### config.mk
export PLATFORM = sky130hd
export DESIGN_NAME = tmo_outctl
export DESIGN_NICKNAME = d
export VERILOG_FILES = /design/src/rtl/tmo_pkg.sv /design/src/rtl/tmo_modereg.sv /design/src/rtl/tmo_pair.sv /design/src/rtl/tmo_chan.sv /design/src/rtl/tmo_outctl.sv
export SDC_FILE = /design/constraint.sdc
export NUM_CORES = 1
export LEC_CHECK = 0
export ABC_AREA = 1
export BUFFER_PORTS_ARGS = -buffer_cell sky130_fd_sc_hd__buf_4
export CORE_UTILIZATION = 43
export DETAILED_ROUTE_END_ITERATION = 10
export PLACE_DENSITY = 0.86
export SYNTH_ARGS = -nofsm -noshare
export SYNTH_HDL_FRONTEND = slang
export SYNTH_SLANG_ARGS = --single-unit
### constraint.sdc
create_clock -name clk -period 1.4 [get_ports clk]
set_clock_uncertainty 0.15 [all_clocks]
set_input_delay 0.07 -clock clk [delete_from_list [all_inputs] [get_ports clk]]
set_output_delay 0.07 -clock clk [all_outputs]
set_load 0.005 [all_outputs]
### src/rtl/tmo_pkg.sv
package tmo_pkg;
    typedef enum logic {PIN_LOW, PIN_HIGH} pin_state_e;
    typedef enum logic {MODE_MASTER, MODE_SLAVE} out_mode_e;
endpackage

### src/rtl/tmo_modereg.sv
module tmo_modereg #(
    parameter int REGW  = 16,
    parameter int BYTEW = 8,
    parameter int NCH   = 8
) (
    input  logic            clk,
    input  logic            rst_n,
    input  logic            wr_en,
    input  logic            wr_wide,
    input  logic [REGW-1:0] wr_data,
    output logic [REGW-1:0] mode_rd,
    output logic [NCH-1:0]  mode_bits
);
    // writable bits: 1 .. NCH-1; bit 0 and everything above are reserved
    localparam logic [REGW-1:0] WMASK =
        ((REGW'(1) << NCH) - REGW'(1)) & ~REGW'(1);

    logic [REGW-1:0] word_q;
    logic [REGW-1:0] word_d;

    always_comb begin
        word_d = word_q;
        if (wr_en) begin
            if (wr_wide)
                word_d = wr_data & WMASK;
            else
                word_d = {word_q[REGW-1:BYTEW], wr_data[BYTEW-1:0]} & WMASK;
        end
    end

    always_ff @(posedge clk or negedge rst_n) begin
        if (!rst_n)
            word_q <= '0;
        else
            word_q <= word_d;
    end

    always_comb begin
        mode_rd   = word_q;
        mode_bits = word_q[NCH-1:0];
    end
endmodule

### src/rtl/tmo_pair.sv
module tmo_pair #(
    parameter int NCH  = 8,
    parameter int SELW = 3
) (
    input  logic [NCH-1:0]      irq,
    input  logic [NCH*SELW-1:0] msel,
    output logic [NCH-1:0]      mst_p
);
    for (genvar n = 0; n < NCH; n++) begin : g_ch
        localparam logic [SELW:0] NIDX = (SELW+1)'(n);
        logic [SELW-1:0] sel;
        logic            legal;
        always_comb begin
            sel   = msel[n*SELW +: SELW];
            legal = (sel[0] == 1'b0) && ({1'b0, sel} < NIDX);
            mst_p[n] = legal && irq[sel];
        end
    end
endmodule

### src/rtl/tmo_chan.sv
module tmo_chan
    import tmo_pkg::*;
(
    input  logic clk,
    input  logic rst_n,
    input  logic en,
    input  logic own_p,
    input  logic mst_p,
    input  logic mode_req,
    output logic pin
);
    pin_state_e st_q, st_d;
    out_mode_e  md_q, md_d;
    logic is_slave, ev_tog, ev_set, ev_clr, ev_any;

    always_comb begin
        is_slave = (md_q == MODE_SLAVE);
        ev_tog   = en && own_p && !is_slave;
        ev_clr   = en && own_p && is_slave;
        ev_set   = en && mst_p && is_slave;
        ev_any   = ev_tog || ev_clr || ev_set;
    end

    // pin next state: clear outranks set
    always_comb begin
        st_d = st_q;
        unique case (st_q)
            PIN_LOW:  if (ev_tog || (ev_set && !ev_clr)) st_d = PIN_HIGH;
            PIN_HIGH: if (ev_tog || ev_clr)              st_d = PIN_LOW;
        endcase
    end

    // active mode: adopt the requested mode on any event
    always_comb begin
        md_d = md_q;
        if (ev_any) md_d = mode_req ? MODE_SLAVE : MODE_MASTER;
    end

    always_ff @(posedge clk or negedge rst_n) begin
        if (!rst_n) begin
            st_q <= PIN_LOW;
            md_q <= MODE_MASTER;
        end else begin
            st_q <= st_d;
            md_q <= md_d;
        end
    end

    always_comb pin = (st_q == PIN_HIGH);
endmodule

### src/rtl/tmo_outctl.sv
module tmo_outctl #(
    parameter int NCH   = 8,
    parameter int REGW  = 16,
    parameter int BYTEW = 8,
    parameter int SELW  = $clog2(NCH)
) (
    input  logic                clk,
    input  logic                rst_n,
    input  logic                wr_en,
    input  logic                wr_wide,
    input  logic [REGW-1:0]     wr_data,
    output logic [REGW-1:0]     mode_rd,
    input  logic [NCH-1:0]      out_en,
    input  logic [NCH-1:0]      irq,
    input  logic [NCH*SELW-1:0] msel,
    output logic [NCH-1:0]      pin
);
    logic [NCH-1:0] mode_bits;
    logic [NCH-1:0] mst_p;

    tmo_modereg #(.REGW(REGW), .BYTEW(BYTEW), .NCH(NCH)) u_reg (
        .clk(clk), .rst_n(rst_n), .wr_en(wr_en), .wr_wide(wr_wide),
        .wr_data(wr_data), .mode_rd(mode_rd), .mode_bits(mode_bits)
    );

    tmo_pair #(.NCH(NCH), .SELW(SELW)) u_pair (
        .irq(irq), .msel(msel), .mst_p(mst_p)
    );

    for (genvar n = 0; n < NCH; n++) begin : g_chan
        tmo_chan u_chan (
            .clk(clk), .rst_n(rst_n), .en(out_en[n]), .own_p(irq[n]),
            .mst_p(mst_p[n]), .mode_req(mode_bits[n]), .pin(pin[n])
        );
    end
endmodule

# == Yosys cells after proc, flatten, opt, wreduce, memory -nomap -nowiden ==
# Cells that the tools add are included.
# totals
reg_bits,22
output_inout_bits,24
elab_cells,182
# op_classes
order_cmp,14
mux,45
bitwise,15
n_reduce_logical,92
# op_table
cell,count
logical AND 1 bit,57
two-way mux 1 bit,30
< comparator 3 x 4 -> 1 bit (second input constant),7
binary-select mux 1 bit (select 3 bit),7
logical OR 1 bit,21
one-hot mux 1 bit (2 select lines),8
inverter 1 bit,15
logical NOT 1 bit,14
< comparator 3 bit (second input constant),4
< comparator 3 x 2 -> 1 bit (second input constant),2
< comparator 3 x 1 -> 1 bit (second input constant),1

# == Logic depth before layout (Yosys ltp) ==
# logic_depth
ltp_word,9
mapped_depth,9

# == Modules after synthesis ==
# A second synthesis with hierarchy kept.
# unflattened
hier_cells,197
hier_area_um2,1463.9
# by_module_without_submodules
module,n_inst,cells_each,area_per_inst_um2
tmo_chan,8,14,107.6
tmo_modereg,1,48,400.4
tmo_pair,1,37,202.7

# == Worst setup path before layout ==
# No wires, ideal clock.
# synth_path
kind,register -> register
from,register g_chan[1].u_chan.md_q
to,register g_chan[1].u_chan.st_q
setup_ns,0.120
arrival_ns,0.734
path_slack_ns,0.397
path_stages_with_launch,7
n_path_buf,0
cell_sequence,dfrtp_1 inv_1 nor2_1 nand4_1 nand2_1 o21ai_0 inv_1
# synth_between
elab_chain_cells,6
# synth_lines
element,line_no,source
"start, declared",tmo_chan.sv:13,"out_mode_e md_q, md_d;"
"start signal, assigned",tmo_chan.sv:45,md_q <= md_d;
logical AND 1 bit,tmo_chan.sv:19,ev_clr = en && own_p && is_slave;
logical NOT 1 bit,tmo_chan.sv:28,PIN_LOW: if (ev_tog || (ev_set && !ev_clr)) st_d = PIN_HIGH;
logical AND 1 bit,tmo_chan.sv:28,
logical OR 1 bit,tmo_chan.sv:28,
two-way mux 1 bit,tmo_chan.sv:28,
one-hot mux 1 bit (2 select lines) (*),tmo_chan.sv:27,unique case (st_q)
net g_chan[1].u_chan.st_d,tmo_chan.sv:12,"pin_state_e st_q, st_d;"
"end signal, assigned",tmo_chan.sv:44,st_q <= st_d;
"end, declared",tmo_chan.sv:12,
# The timed path passes the listed nets; every way through them passes the cells marked *.
# A chain may end at the register's enable or synchronous reset.

# == Worst setup path in the final report ==
# layout_path
from,input port irq[0]
to,register g_chan[5].u_chan.st_q
# layout_between
elab_chain_cells,9
# layout_lines
element,line_no,source
"start, declared",tmo_outctl.sv:14,"input logic [NCH-1:0] irq,"
binary-select mux 1 bit (select 3 bit),tmo_pair.sv:16,mst_p[n] = legal && irq[sel];
two-way mux 1 bit (implied by the code),tmo_pair.sv:16,
logical AND 1 bit,tmo_pair.sv:16,
logical AND 1 bit (2 in a row),tmo_chan.sv:20,ev_set = en && mst_p && is_slave;
logical AND 1 bit,tmo_chan.sv:28,
logical OR 1 bit,tmo_chan.sv:28,
two-way mux 1 bit,tmo_chan.sv:28,
one-hot mux 1 bit (2 select lines),tmo_chan.sv:27,
net g_chan[5].u_chan.st_d,tmo_chan.sv:12,
"end signal, assigned",tmo_chan.sv:44,
"end, declared",tmo_chan.sv:12,
# The timed path passes the listed nets, and every way through them passes these cells. The select of a mux whose other input is x is not followed.

==> run summary <==
Status - complete, no violations
Clock latency on the worst-skew pair - 0.29 ns
Sequential share of the synthesized area - 39.7%
CTS H-Tree Depth - 1
Final GP Congestion - 0.742
Top_reg_cell synth - dfrtp_1
Worst Path Required - 1.45 ns
Max incr delay on CP - 0.54 ns
Met1 Use GR - 19.2%
Vias in the first global route - 1391
GRT overflow - 0
Part of the power in registers - 50.1%
Fin util - 68.4%
Synth Instances - 178
Synth cell count leaders - nand2_1, buf_4, inv_1, dfrtp_1
Synth Area per Inst - 7.80 µm²
Worst-path clk slew - 0.11 ns
Grt met3 use - 3.52%
NetSw - 0.000479 W
Gr usage total - 21.4%
Busiest grt layer - met2
Switching portion of total power - 28.8%
Cell Chain, Critical Path - dlygate4sd3_1 > buf_4 > nor2_2 > nand2_1 > nand2_1 > inv_1 > nand2_2 > nand3_1 > nand2_1 > inv_1
R2r setup slk - 0.32 ns
TritonCTS buffer count - 3
Synth unique cells - 19
Synth area leader - dfrtp_1
Worst slack, placed - 0.336 ns
Setup_tns - 0 ns
Final WL - 3.39 mm
Crit Path Class - in -> reg
Routed Antenna Nets - 0
DR vias - 1317
# nets final - 319
Number of cell rows - 20
Clk pwr share - 16.2%
DP Area - 0.00173 mm²
Yosys reg bits - 22
WP buf/inv - 4
Initial core utilization - 45.5%
Synth top area cells - dfrtp_1, buf_4, nand2_1, inv_1, mux2_2
Die footprint - 0.00346 mm²
Met2 Resource Use GR - 44.5%
Power Density - 798 mW/mm²
Pin count of the biggest net entering global routing - 23
Final instance area - 0.00209 mm²
Max_cap viols - 0
Antenna diodes - 0
Slew Limit Fails - 0
CTS tree - built
CP endpoint kind - flop
Core area - 0.00305 mm²
Avg WL per Cell - 11.2 µm
Post-synth top area share - 39.7%
Layout area overhead - 50.4%
Top Family by Delay on Critical Path - buffers and inverters
Hold crit path type - in -> reg
P_int - 0.00119 W
DRC - 0
DRT iter0 DRCs - 44
Combinational group share of total power - 33.7%
Io pins - 84
Synth warnings - 0
CP most frequent cell - nand2_1
Crit share post-route - 86.3%
Initial antenna violation count - 0
Post-synth EDFFs - 0
FMAX - 828 MHz
Clock buffer depth - 2
Root Driver - clkbuf_4
IO buf count - 61
Die Y - 58.8 µm
Placed cells - 265
Clk sink count - 22
Minimum clock period - 1.21 ns
Post-Layout Cell Count - 301
Post-CTS Setup Repair Bufs - 0
Post_cts resized - 0
IR drop worst, VDD - 0.475 mV
Dpl hpwl - 2.16 mm
First-pass GRT wire length - 5.49 mm
Static leakage - 1.15 nW
Drt first pass iters - 4
Worst setup margin - 0.192 ns
Chip width - 58.8 µm
Fin. Hold Viols - 0
WP data arrival - 1.26 ns
CP startpoint kind - input port
Vias/cell - 4.38
CP max-delay cell - dlygate4sd3_1
Post-synth ARST share - 100%
Fill cells - 264
Share of layout cells above drive strength 1 - 30.7%
CP Max Fanout - 8
Most numerous cell in the Yosys netlist - nand2_1
RSZ-0062 raised after global routing - false
Setup Viol. Count Final - 0
Synth Cell Area - 0.00139 mm²
==> state kept, by name (all words and copies together), names as in the netlist <==
register	cells
g_chan.u_chan.pin	8
u_reg.mode_rd	7
g_chan.u_chan.is_slave	7
==> worst register-to-register path: stages (launching register included) <==
cell	delay (ns)
dfrtp_1	0.39
inv_1	0.07
nor2_1	0.04
nand4_1	0.06
nand2_1	0.08
o21ai_0	0.14
inv_1	0.05
==> per-stage QoR <==
step,hold slack (ns),total power [W]
after floorplan,-0.376,0.00117
after global placement,-0.176,0.00131
after detailed placement,-0.172,0.00133
after CTS,0.00182,0.00170
after global routing,0.0328,0.00180
final,0.00764,0.00167
==> power by group through the flow <==
stage / combinational (W) / sequential (W) / clock, W
2_1_floorplan: 0.000346 / 0.000824 / 0
3_3_place_gp: 0.000467 / 0.000841 / 0
3_5_place_dp: 0.000484 / 0.000844 / 0
4_1_cts: 0.000578 / 0.000832 / 0.000289
5_1_grt: 0.000630 / 0.000850 / 0.000319
6_report: 0.000562 / 0.000834 / 0.000270
==> layout make-up <==
cell class | instances | area (µm²) | area share, %
clock buffers | 3 | 22.5 | 1.08
inverters | 24 | 90.1 | 4.32
multi-input cells | 114 | 581 | 27.8
flip-flops and latches | 22 | 551 | 26.4
well taps | 44 | 55.1 | 2.64
repair buffers | 94 | 788 | 37.8
==> placed cells by master (no fill, tap or decap) <==
cell type	n
a21oi_2	2
buf_4	61
clkbuf_4	3
conb_1	9
dfrtp_1	22
dlygate4sd3_1	33
inv_1	24
mux2_2	7
nand2_1	48
nand2_2	2
nand3_1	13
nand3_2	2
nand3b_1	3
nand4_1	2
nor2_1	13
nor2_2	2
o21ai_0	3
o21bai_1	7
xnor2_1	1
==> worst paths after layout <==
| path | end | depth (start not counted) | start |
|---|---|---|---|
| hold / removal | g_chan[2].u_chan.is_slave$_DFFE_PN0P_ | 4 | irq[2] |
| hold reg to reg | g_chan[0].u_chan.pin$_DFF_PN0_ | 1 | g_chan[0].u_chan.pin$_DFF_PN0_ |
| min in group asynchronous | u_reg.mode_rd[7]$_DFFE_PN0P_ | 2 | rst_n |
| max in group asynchronous | u_reg.mode_rd[6]$_DFFE_PN0P_ | 2 | rst_n |
| setup / recovery | g_chan[5].u_chan.pin$_DFF_PN0_ | 10 | irq[0] |
| setup reg to reg | g_chan[1].u_chan.pin$_DFF_PN0_ | 6 | g_chan[1].u_chan.is_slave$_DFFE_PN0P_ |
==> per-layer routing <==
| layer | up-vias | wire [µm] |
|---|---|---|
| met5 | - | 0 |
| met4 | 0 | 78 |
| met3 | 10 | 212 |
| met2 | 56 | 1870 |
| met1 | 577 | 1230 |
| li1 | 674 | - |
==> timing repair <==
| action | in CTS | in global routing |
|---|---|---|
| setup endpoints to repair | 0 | 1 |
| endpoints found under the hold margin | 43 | 1 |
| hold buffers | 33 | 1 |
==> cell families after synthesis <==
group	synth area share (%)
flip-flops	39.7
AND/OR/NAND/NOR	27.0
other	0.270
buffers and inverters	20.6
multiplexers	5.68
XOR/XNOR	0.631
AO/OA/AOI/OAI	6.13
No activity file was read; power rests on OpenSTA's default activity.
